--- config.mk ---
export PLATFORM = sky130hd
export DESIGN_NAME = usq_sequencer
export DESIGN_NICKNAME = d
export VERILOG_FILES = /design/src/rtl/usq_pkg.sv /design/src/rtl/usq_cond_sel.sv /design/src/rtl/usq_next_addr.sv /design/src/rtl/usq_ret_reg.sv /design/src/rtl/usq_sequencer.sv
export SDC_FILE = /design/constraint.sdc
export NUM_CORES = 1
export LEC_CHECK = 0
export BUFFER_PORTS_ARGS = -buffer_cell sky130_fd_sc_hd__buf_2
export CORE_MARGIN = 2
export CORE_UTILIZATION = 52
export CTS_CLUSTER_SIZE = 25
export DETAILED_ROUTE_END_ITERATION = 7
export GPL_TIMING_DRIVEN = 0
export PLACE_DENSITY = 0.93
export REMOVE_ABC_BUFFERS = 1
export SYNTH_ARGS = -nofsm -noshare
export SYNTH_HDL_FRONTEND = slang
export SYNTH_HIERARCHICAL = 1
export SYNTH_SLANG_ARGS = --single-unit
--- constraint.sdc ---
create_clock -name clk -period 3.3 [get_ports clk]
set_input_delay 0 -clock clk [delete_from_list [all_inputs] [get_ports clk]]
set_output_delay 0 -clock clk [all_outputs]
set_load 0.01 [all_outputs]
--- src/rtl/usq_pkg.sv ---
package usq_pkg;

  typedef enum logic [1:0] {
    COND_ALWAYS = 2'b00,
    COND_IND    = 2'b01,
    COND_SIGN   = 2'b10,
    COND_ZERO   = 2'b11
  } cond_e;

  typedef enum logic [1:0] {
    BR_JUMP   = 2'b00,
    BR_CALL   = 2'b01,
    BR_RETURN = 2'b10,
    BR_MAP    = 2'b11
  } br_e;

endpackage

--- src/rtl/usq_cond_sel.sv ---
module usq_cond_sel #(
  parameter int NSTAT = 3,
  localparam int SELW = $clog2(NSTAT + 1)
) (
  input  logic [SELW-1:0]  sel,
  input  logic [NSTAT-1:0] status,
  output logic             hit
);

  // Slot 0 is tied high so that select 0 is an unconditional test.
  logic [NSTAT:0] pool;

  always_comb begin
    pool = {status, 1'b1};
    hit  = pool[sel];
  end

endmodule

--- src/rtl/usq_next_addr.sv ---
module usq_next_addr
  import usq_pkg::*;
#(
  parameter int AW  = 7,
  parameter int OPW = 4,
  localparam int PAD = AW - OPW - 1
) (
  input  logic [AW-1:0]  car,
  input  br_e            br,
  input  logic           hit,
  input  logic [AW-1:0]  addr_field,
  input  logic [OPW-1:0] opcode,
  input  logic [AW-1:0]  ret_q,
  output logic [AW-1:0]  car_nxt,
  output logic [AW-1:0]  car_inc,
  output logic           ret_load
);

  logic [AW-1:0] map_addr;

  generate
    if (PAD > 0) begin : g_pad
      assign map_addr = {1'b0, opcode, {PAD{1'b0}}};
    end else begin : g_nopad
      assign map_addr = {1'b0, opcode};
    end
  endgenerate

  always_comb begin
    car_inc  = car + AW'(1);
    ret_load = 1'b0;
    car_nxt  = car_inc;
    unique case (br)
      BR_JUMP:   if (hit) car_nxt = addr_field;
      BR_CALL:   if (hit) begin
                   car_nxt  = addr_field;
                   ret_load = 1'b1;
                 end
      BR_RETURN: car_nxt = ret_q;
      BR_MAP:    car_nxt = map_addr;
      default:   car_nxt = car_inc;
    endcase
  end

endmodule

--- src/rtl/usq_ret_reg.sv ---
module usq_ret_reg #(
  parameter int AW = 7
) (
  input  logic          clk,
  input  logic          rst_n,
  input  logic          load,
  input  logic [AW-1:0] din,
  output logic [AW-1:0] q
);

  logic [AW-1:0] q_nxt;

  always_comb begin
    q_nxt = q;
    if (load) q_nxt = din;
  end

  always_ff @(posedge clk or negedge rst_n) begin
    if (!rst_n) q <= '0;
    else        q <= q_nxt;
  end

endmodule

--- src/rtl/usq_sequencer.sv ---
module usq_sequencer
  import usq_pkg::*;
#(
  parameter int AW          = 7,
  parameter int OPW         = 4,
  parameter int FETCH_ENTRY = 64
) (
  input  logic           clk,
  input  logic           rst_n,
  input  logic [1:0]     cond_sel,
  input  logic [1:0]     br_type,
  input  logic [AW-1:0]  addr_field,
  input  logic [OPW-1:0] opcode,
  input  logic           st_indirect,
  input  logic           st_sign,
  input  logic           st_zero,
  output logic [AW-1:0]  car
);

  localparam int NSTAT = 3;
  localparam logic [AW-1:0] RST_CAR = AW'(FETCH_ENTRY);

  br_e           br;
  logic          hit;
  logic          ret_load;
  logic [AW-1:0] ret_q;
  logic [AW-1:0] car_nxt;
  logic [AW-1:0] car_inc;

  assign br = br_e'(br_type);

  usq_cond_sel #(.NSTAT(NSTAT)) u_cond (
    .sel    (cond_sel),
    .status ({st_zero, st_sign, st_indirect}),
    .hit    (hit)
  );

  usq_next_addr #(.AW(AW), .OPW(OPW)) u_next (
    .car        (car),
    .br         (br),
    .hit        (hit),
    .addr_field (addr_field),
    .opcode     (opcode),
    .ret_q      (ret_q),
    .car_nxt    (car_nxt),
    .car_inc    (car_inc),
    .ret_load   (ret_load)
  );

  usq_ret_reg #(.AW(AW)) u_ret (
    .clk   (clk),
    .rst_n (rst_n),
    .load  (ret_load),
    .din   (car_inc),
    .q     (ret_q)
  );

  always_ff @(posedge clk or negedge rst_n) begin
    if (!rst_n) car <= RST_CAR;
    else        car <= car_nxt;
  end

  // select 00 must always produce a true condition
  p_always_true_r3: assert property (@(posedge clk) disable iff (!rst_n)
    (cond_sel == 2'b00) |-> hit);

  // a taken jump lands on the address field
  p_jump_target_r2: assert property (@(posedge clk) disable iff (!rst_n)
    (br_type == 2'b00 && hit) |=> (car == $past(addr_field)));

  // a failed jump or call steps forward by one
  p_step_on_false_r2: assert property (@(posedge clk) disable iff (!rst_n)
    (br_type[1] == 1'b0 && !hit) |=> (car == AW'($past(car) + AW'(1))));

  // a taken call saves the address after the calling one
  p_call_saves_r5: assert property (@(posedge clk) disable iff (!rst_n)
    (br_type == 2'b01 && hit) |=> (ret_q == AW'($past(car) + AW'(1))));

  // the return register is written only by a taken call
  p_ret_hold_r9: assert property (@(posedge clk) disable iff (!rst_n)
    !(br_type == 2'b01 && hit) |=> $stable(ret_q));

  // a return reloads from the saved address
  p_return_target_r6: assert property (@(posedge clk) disable iff (!rst_n)
    (br_type == 2'b10) |=> (car == $past(ret_q)));

  // map goes to the opcode routine entry
  p_map_target_r7: assert property (@(posedge clk) disable iff (!rst_n)
    (br_type == 2'b11) |=> (car[AW-1] == 1'b0 && car[1:0] == 2'b00 &&
                            car[OPW+1:2] == $past(opcode)));

endmodule

==> run_results.csv, run 1 <==
group,metric,value,unit
final_layout,stdcell_count,120,
hold_path,hp-class,"input pin to flip-flop",
power_and_ir_drop,leakage,0.489,nW
clock_network,cts_tree,"built",
timing,worst-slew-pin-transition,0.923,ns
synth,synth.yosys.seq_area_share,42.1,%
power_and_ir_drop,power_density,547,mW/mm^2
final_layout,syn2layout_area_growth,22.9,%
die,fp-row-count,14,
timing,maxSlewHeadroom,38.5,%
global_route,grt_pass1_vias,702,
timing,tns,0,ns
global_route,track_usage,21.9,%
die,fp.dieH,44.1,microns
route,first_pass_iters,4,
route,dr_total_vias,654,
die,start_util,55.4,%
synth,synth_ff_type,"dfrtp_1",
global_route,grt_pass1_wl,3090,microns
global_route,antenna_found_initial,0,
synth,ys.warnings.count,6,
clock_network,cts.path.max_buffers,2,
setup_path,worstPathMaxFanout,11,
synth,avgSynthCellArea,11.1,sq um
route,ant_nets,0,
synth,syn_area,835,sq um
final_layout,drive_gt1_share,45.2,%
setup_path,worstSetupEndpointType,"flip-flop",
global_route,gr-total-overflow,0,
route,drc,0,
route,drt_iter0_drc,11,
setup_path,rrSetupSlack,1.73,ns
setup_path,crit_type,"input pin to flip-flop",
setup_path,r2r_cells,5,
timing,period_minus_slack,1.96,ns
clock_network,cts-htree-levels,1,
outcome,status,"finished, final reports clean",
timing,final_hold_viol_count,0,
timing,setup_violations,0,
route,wire_per_inst,14.5,microns
setup_path,arrival,2.13,ns
place,dp.cells,113,
synth,syn_inst,75,
setup_path,endpoint,"u_ret/q[0]",
synth,ys_ff_latch,14,
synth,synthArstFlopShare,100,%
clock_network,clock_sinks,14,
final_layout,fin_nets,126,
synth,synth-edff-count,0,
clock_network,cts_setup_buffers,0,
timing,max_freq,510,MHz
die,core,0.00151,sq mm
clock_network,cts_made_buffers,3,
synth,ys_types,29,
place,place_area,960,sq um
place,dp_hpwl,1270,microns
setup_path,worstSetupStartpoint,"cond_sel[1]",
timing,rsz0062_at_grt,"false",
die,die-area,0.00194,sq mm
synth,synth_top_area_share,39.0,%
place,gp_congestion,0.760,
place,numPortBuffers,26,
die,chipWidth,44.1,microns
synth,ys_top_cells_by_area,"dfrtp_1 (39%), mux2_4 (13%), mux2i_1 (6.0%)",
timing,finClkSkew,0.000733,ns
power_and_ir_drop,total_power,561,uW
route,wirelength,1740,microns
setup_path,r2r-end,"u_ret/q[6]",
timing,slew_viol_final,0,
final_layout,final_area,0.00103,sq mm
die,ios,27,
timing,post-route-period-util,59.5,%
final_layout,diodes,0,
setup_path,rr_startpoint,"car[0]",
route,via_per_inst,5.45,
clock_network,clk_latency,0.28,ns
clock_network,clockRootBuffer,"clkbuf_4",
setup_path,crit_required,3.47,ns
flow_run,max_cap_viol_count,0,
setup_path,cp-start-kind,"input pin",
global_route,grt_max_degree,15,
power_and_ir_drop,peakVddDrop,0.000290,V
clock_network,clk_pin_slew_worst_paths,0.09,ns
synth,yosysTopAreaCell,"dfrtp_1",
## repair_timing
action,4_1_cts,5_1_grt
hold buffers,3,0
endpoints found under the hold margin,16,0
gates resized for setup,0,0
## layer usage
| layer | vias up | part of all wire, % | routed length (microns) | track usage (%) |
|---|---|---|---|---|
| li1 | 322 | - | - | - |
| met5 | - | 0 | 0 | 0 |
| met3 | 0 | 3.7 | 64 | 2.45 |
| met2 | 18 | 51 | 884 | 37.6 |
| met1 | 314 | 46 | 794 | 27.9 |
| met4 | 0 | 0 | 0 | 9.09 |
## cell type report
cell class	count	area, sq um
fill	116	480
sequential	14	352
tap	16	20.0
clock buffer	4	36.3
multi-input combinational	56	454
timing repair buffer	29	160
inverter	1	3.75
## cells in the mapped netlist, types with 2 or more instances
library cell  instances
nor2_1                2
xnor2_1               2
o21a_1                2
buf_2                 2
nand3_1               2
dfrtp_1              13
nor2b_1               2
or2_1                 3
mux2_4                7
o221a_2               2
o21ai_0               3
mux2_2                2
mux2i_1               5
nand2b_1              2
nand2_1              10
a21oi_1               2
nor3_2                2
## stage by stage
step | hold WS [ns] | setup slack (ns) | util [%]
6_report | 0.0159 | 1.34 | 68.1
5_1_grt | 0.0110 | 1.16 | 68.1
4_1_cts | 0.00722 | 1.37 | 68.1
3_5_place_dp | -0.0846 | 1.06 | 63.7
3_3_place_gp | -0.0970 | 1.10 | 63.7
2_1_floorplan | -0.296 | 1.56 | -
## kinds of logic after synthesis
| kind of cell | count (synthesis) | synth area share, % |
|---|---|---|
| and+or+nand+nor | 26 | 17.5 |
| DFF | 14 | 42.1 |
| xor gates and xnor gates | 3 | 3.15 |
| buffers and inverters | 5 | 3.45 |
| AOI/OAI and AO/OA | 12 | 10.9 |
| adders and majority gates | 1 | 1.50 |
| muxes | 14 | 21.3 |
## how the worst min path moves through the flow
stage	to	cells past startpoint	startpoint	slack [ns]
finish	car[0]	3	addr_field[0]	0.02
global route	car[6]	2	br_type[0]	0.01
CTS	car[0]	3	addr_field[0]	0.007
detailed placement	u_ret/q[5]	1	rst_n	-0.08
global placement	u_ret/q[5]	1	rst_n	-0.1
floorplan	car[0]	0	rst_n	-0.30
## worst max-delay path, cell delays in order
cell and delay [ns]:
buf_2 0.11, nor3b_2 0.14, a21oi_1 0.71, nand2_1 0.10, nor2_1 0.71, mux2_4 0.36
## where the power goes
| part | leakage [nW] | total, mW | switching (mW) | internal (mW) |
|---|---|---|---|---|
| Sequential | 0.165 | 0.256 | 0.0359 | 0.220 |
| Clock | 0.0210 | 0.125 | 0.0579 | 0.0671 |
| Combinational | 0.303 | 0.180 | 0.0749 | 0.105 |
## layout by cell type, fill, tap and decap left out, drive strengths merged
master / count
nand2: 10
nor3b: 1
ha: 1
o21a: 2
or2: 3
xor2: 1
mux2i: 5
clkbuf: 4
buf: 26
dfstp: 1
nand3: 3
dfrtp: 13
xnor2: 2
inv: 1
mux2: 9
nor3: 3
nand2b: 2
o31ai: 1
nor2b: 2
nor2: 2
o32ai: 1
a21oi: 2
o221a: 2
dlygate4sd3: 3
o21ai: 4
## sequential cells by signal, summed over array words and instances, names as in the netlist
signal and flops:
car 7, u_ret/q 7
Note: power is estimated with default switching activity, not from simulation.
==> run 2, diff against run 1 <==
- ABC_AREA: default -> 1
- CORE_UTILIZATION: 52 -> 48
- PLACE_DENSITY: 0.93 -> 0.88
- clock period: 3.3 -> 1.9 ns (I/O delays scaled with it)
==> run_results.csv, run 2 <==
group,metric,value,unit
outcome,status,"finished, final reports clean",
final_layout,final_cell_mix,"nand2_1 (56), buf_2 (26), dfrtp_1 (13), inv_1 (11), nand3_1 (11)",
route,wirelength,2030,microns
route,drt_iter0_drc,43,
timing,period_minus_slack,1.77,ns
die,ios,27,
place,pre_cts_slack,0.578,ns
route,first_pass_iters,4,
hold_path,hp-class,"input pin to flip-flop",
place,numPortBuffers,26,
timing,worst-slew-pin-transition,0.525,ns
synth,synth_ff_type,"dfrtp_1",
clock_network,clk_latency,0.28,ns
place,gp_congestion,0.782,
timing,max_freq,564,MHz
clock_network,cts_made_buffers,3,
synth,ys_types,18,
flow_run,max_cap_viol_count,0,
setup_path,crit_required,2.12,ns
synth,synth.most_common_cell,"nand2_1",
final_layout,fill_cells,114,
synth,synth.yosys.seq_area_share,43.8,%
clock_network,clk_pin_slew_worst_paths,0.08,ns
global_route,grt_max_degree,15,
clock_network,cts.path.max_buffers,2,
synth,yosysTopAreaCell,"dfrtp_1",
setup_path,cp-start-kind,"flip-flop",
timing,post-route-period-util,93.3,%
final_layout,layout_commonest_cell,"nand2_1",
route,drc,0,
route,ant_nets,0,
setup_path,arrival,1.99,ns
final_layout,final_util,69.3,%
setup_path,crit_type,"flip-flop to flip-flop",
final_layout,drive_gt1_share,24.2,%
route,dr_total_vias,878,
die,core,0.00154,sq mm
global_route,grt_pass1_vias,830,
die,fp.dieH,44.9,microns
global_route,gr-total-overflow,0,
route,via_per_inst,5.20,
global_route,antenna_found_initial,0,
timing,rsz0062_at_grt,"false",
route,wire_per_inst,12.0,microns
final_layout,stdcell_count,169,
timing,slew_viol_final,0,
die,die-area,0.00202,sq mm
die,chipWidth,44.9,microns
timing,finClkSkew,0.00112,ns
synth,synth-edff-count,0,
final_layout,diodes,0,
final_layout,final_area,0.00107,sq mm
global_route,grt_pass1_wl,3350,microns
clock_network,clock_sinks,14,
synth,synth_top_area_share,40.5,%
synth,ys_top_cells_by_area,"dfrtp_1 (40%), nand2_1 (26%), nand3_1 (6.9%)",
timing,finalWorstSetupSlack,0.127,ns
place,dp_hpwl,1460,microns
timing,setup_violations,0,
place,dp.cells,156,
final_layout,fin_nets,175,
timing,maxSlewHeadroom,64.9,%
power_and_ir_drop,leakage,0.615,nW
synth,avgSynthCellArea,6.98,sq um
synth,ys.warnings.count,6,
clock_network,clockRootBuffer,"clkbuf_4",
clock_network,cts_tree,"built",
synth,syn_inst,115,
final_layout,reg.largest.list,"car: 7 flops, u_ret/q: 7 flops",
synth,ys_ff_latch,14,
final_layout,syn2layout_area_growth,33.0,%
power_and_ir_drop,peakVddDrop,0.000445,V
clock_network,cts.repair.resized,0,
synth,synthArstFlopShare,100,%
final_layout,ff_latch_area,352,sq um
final_layout,multi_input_area,388,sq um
power_and_ir_drop,power_density,799,mW/mm^2
clock_network,cts-htree-levels,1,
setup_path,worstSetupEndpointType,"flip-flop",
die,start_util,52.1,%
place,place_area,942,sq um
die,fp-row-count,14,
setup_path,worstPathMaxFanout,4,
timing,final_hold_viol_count,0,
timing,tns,0,ns
global_route,track_usage,23.2,%
synth,ys_top_cells_by_count,"nand2_1 (56), dfrtp_1 (13), inv_1 (11), nand3_1 (11), nor2_1 (6)",
synth,syn_area,803,sq um
[run 2: worst paths after layout]
path,from,end,slack (ns),cells after the start
worst max-delay path,car[0],car[2],0.13,7
worst min register to register,u_ret/q[5],u_ret/q[5],0.48,2
max in group asynchronous,rst_n,car[6],1.47,2
min in group asynchronous,rst_n,car[4],0.14,2
worst max register to register,car[0],car[2],0.13,7
worst min-delay path,opcode[2],car[4],0.04,5
[run 2: final cells by class]
cell class,instances,share of cell area [%]
multi-input combinational,86,36.3
sequential,14,32.9
timing repair buffer,35,20.6
inverter,14,4.92
clock buffer,4,3.40
tap,16,1.87
[run 2: kinds of logic (layout without fill, tap and decap cells)]
| family | Yosys count | after routing | share of synthesized area, % |
|---|---|---|---|
| AOI/OAI and AO/OA | 6 | 6 | 4.83 |
| xor gates and xnor gates | 1 | 1 | 1.09 |
| and+or+nand+nor | 78 | 78 | 40.8 |
| adders and majority gates | 1 | 1 | 1.56 |
| DFF | 14 | 14 | 43.8 |
| buffers and inverters | 15 | 53 | 7.94 |
[run 2: metrics by stage]
| stage | total power [mW] | hold WS (ns) |
|---|---|---|
| after floorplan | 0.534 | -0.296 |
| after global placement | 0.609 | -0.0975 |
| after detailed placement | 0.622 | -0.0900 |
| after CTS | 0.856 | 0.0304 |
| after global routing | 0.909 | 0.0785 |
| final | 0.853 | 0.0422 |
[run 2: critical path, stage by stage, from the launching register on]
cell and delay, ns:
dfrtp_1 0.42, ha_1 0.25, nand2_1 0.10, inv_1 0.07, nor2_1 0.17, nand2_1 0.08
nand4_1 0.08, dlygate4sd3_1 0.54
[run 2: repair_timing]
| action | in CTS | in global routing |
|---|---|---|
| setup buffers | 0 | 0 |
| hold buffers | 9 | 0 |
| setup endpoints to repair | 0 | 0 |
| hold endpoints to repair | 21 | 0 |
[run 2: layer usage]
layer	vias to the layer above	track usage (%)	share of wire, %
met5	-	0	0
met4	0	15.3	2.3
met3	8	4.40	8.0
met2	42	41.2	50
met1	397	24.9	40
li1	431	-	-
[run 2: power by group]
part           internal (mW)  switching [mW]
clock network          0.117          0.0933
logic                  0.104           0.136
registers              0.360          0.0436
total                  0.580           0.273
==> run 3, diff against run 2 <==
- ABC_AREA: 1 -> 0
- PLACE_DENSITY: 0.88 -> 0.87
==> run_results.csv, run 3 (synthesis gave the netlist of run 1 again) <==
group,metric,value,unit
outcome,status,"finished, final reports clean",
clock_network,cts_tree,"built",
route,via_per_inst,5.61,
place,numPortBuffers,26,
final_layout,reg.largest.list,"car: 7 flops, u_ret/q: 7 flops",
power_and_ir_drop,peakVddDrop,0.000528,V
setup_path,rr_startpoint,"car[0]",
setup_path,crit_required,2.07,ns
die,fp.dieH,45.7,microns
final_layout,multi_input_area,458,sq um
final_layout,final_cell_mix,"buf_2 (26), dfrtp_1 (13), nand2_1 (10), mux2_4 (7), mux2i_1 (5)",
final_layout,final_area,0.00103,sq mm
timing,finClkSkew,0.00124,ns
global_route,grt_pass1_vias,679,
power_and_ir_drop,leakage,0.490,nW
route,ant_nets,0,
final_layout,stdcell_count,121,
final_layout,ff_latch_area,352,sq um
setup_path,worstSetupEndpointType,"flip-flop",
global_route,gr-total-overflow,0,
final_layout,fin_nets,126,
global_route,antenna_found_initial,0,
die,die-area,0.00209,sq mm
timing,holdWs,0.0124,ns
clock_network,clk_latency,0.28,ns
clock_network,cts_made_buffers,3,
setup_path,arrival,1.86,ns
hold_path,hold_path_end,"car[0]",
setup_path,worstPathMaxFanout,11,
power_and_ir_drop,total_power,980,uW
timing,maxSlewHeadroom,42.2,%
clock_network,clockRootBuffer,"clkbuf_4",
place,place_area,961,sq um
clock_network,clock_sinks,14,
timing,max_freq,593,MHz
timing,slew_viol_final,0,
setup_path,r2r-end,"u_ret/q[6]",
flow_run,max_cap_viol_count,0,
timing,final_hold_viol_count,0,
timing,post-route-period-util,88.8,%
clock_network,cts-htree-levels,1,
die,start_util,50.0,%
global_route,grt_max_degree,15,
timing,setup_violations,0,
die,core,0.00167,sq mm
global_route,grt_pass1_wl,2820,microns
final_layout,drive_gt1_share,46.2,%
route,drc,0,
timing,period_minus_slack,1.69,ns
clock_network,cts.path.max_buffers,2,
timing,tns,0,ns
setup_path,cp-start-kind,"input pin",
route,wirelength,1730,microns
setup_path,crit_type,"input pin to flip-flop",
global_route,track_usage,18.9,%
final_layout,final_util,61.7,%
die,chipWidth,45.7,microns
die,fp-row-count,15,
route,drt_iter0_drc,17,
hold_path,min_from,"addr_field[0]",
die,ios,27,
setup_path,r2r_cells,5,
power_and_ir_drop,power_density,950,mW/mm^2
final_layout,layout_commonest_cell,"buf_2",
route,dr_total_vias,679,
place,pre_cts_slack,-0.366,ns
clock_network,clk_pin_slew_worst_paths,0.08,ns
final_layout,diodes,0,
timing,rsz0062_at_grt,"false",
timing,finalWorstSetupSlack,0.214,ns
route,wire_per_inst,14.3,microns
final_layout,fill_cells,137,
place,dp.cells,114,
setup_path,rrSetupSlack,0.32,ns
route,first_pass_iters,4,
place,dp_hpwl,1260,microns
final_layout,syn2layout_area_growth,23.5,%
place,gp_congestion,0.798,
timing,worst-slew-pin-transition,0.864,ns
hold_path,holdPathStages,3,
hold_path,hp-class,"input pin to flip-flop",
==> run 3: worst max-delay path by stage <==
| stage | startpoint | endpoint | slack (ns) | depth (start not counted) |
|---|---|---|---|---|
| floorplan | cond_sel[1] | u_ret/q[0] | 0.16 | 5 |
| global placement | cond_sel[1] | u_ret/q[3] | -0.30 | 6 |
| detailed placement | cond_sel[1] | u_ret/q[0] | -0.37 | 6 |
| CTS | cond_sel[1] | u_ret/q[3] | 0.25 | 6 |
| global route | cond_sel[1] | u_ret/q[6] | 0.08 | 6 |
| finish | cond_sel[1] | u_ret/q[1] | 0.21 | 6 |
==> run 3: timing repair <==
item | CTS | global route
endpoints found under the setup margin | 7 | 0
gates resized for setup | 1 | 0
buffers inserted | 0 | 0
hold buffers | 3 | 0
endpoints found under the hold margin | 16 | 0
==> run 3: area by class of cell <==
type                            count  area share (%)
Clock buffer                        4            3.52
Tap cell                           17            2.06
Sequential cell                    14            34.1
Timing Repair Buffer               29            15.5
Inverter                            1           0.364
Multi-Input combinational cell     56            44.4
==> run 3: worst max-delay path, cell delays in order <==
cell     delay [ns]
buf_2          0.11
mux2i_1        0.12
a21oi_2        0.46
nand2_1        0.13
nor2_1         0.68
mux2_4         0.35
==> run 3: power breakdown <==
group          internal, mW  switching [mW]  total, mW  leakage [nW]
Clock                 0.117          0.0995      0.216        0.0210
Combinational         0.184           0.131      0.314         0.304
Sequential            0.383          0.0663      0.449         0.165
Total                 0.683           0.297      0.980         0.490
==> run 3: metal layers <==
metal	track usage (%)	vias up	part of all wire, %
met5	0	-	0
met4	9.14	0	0.81
met3	1.19	2	3.2
met2	32.7	18	53
met1	23.6	334	43
li1	-	325	-
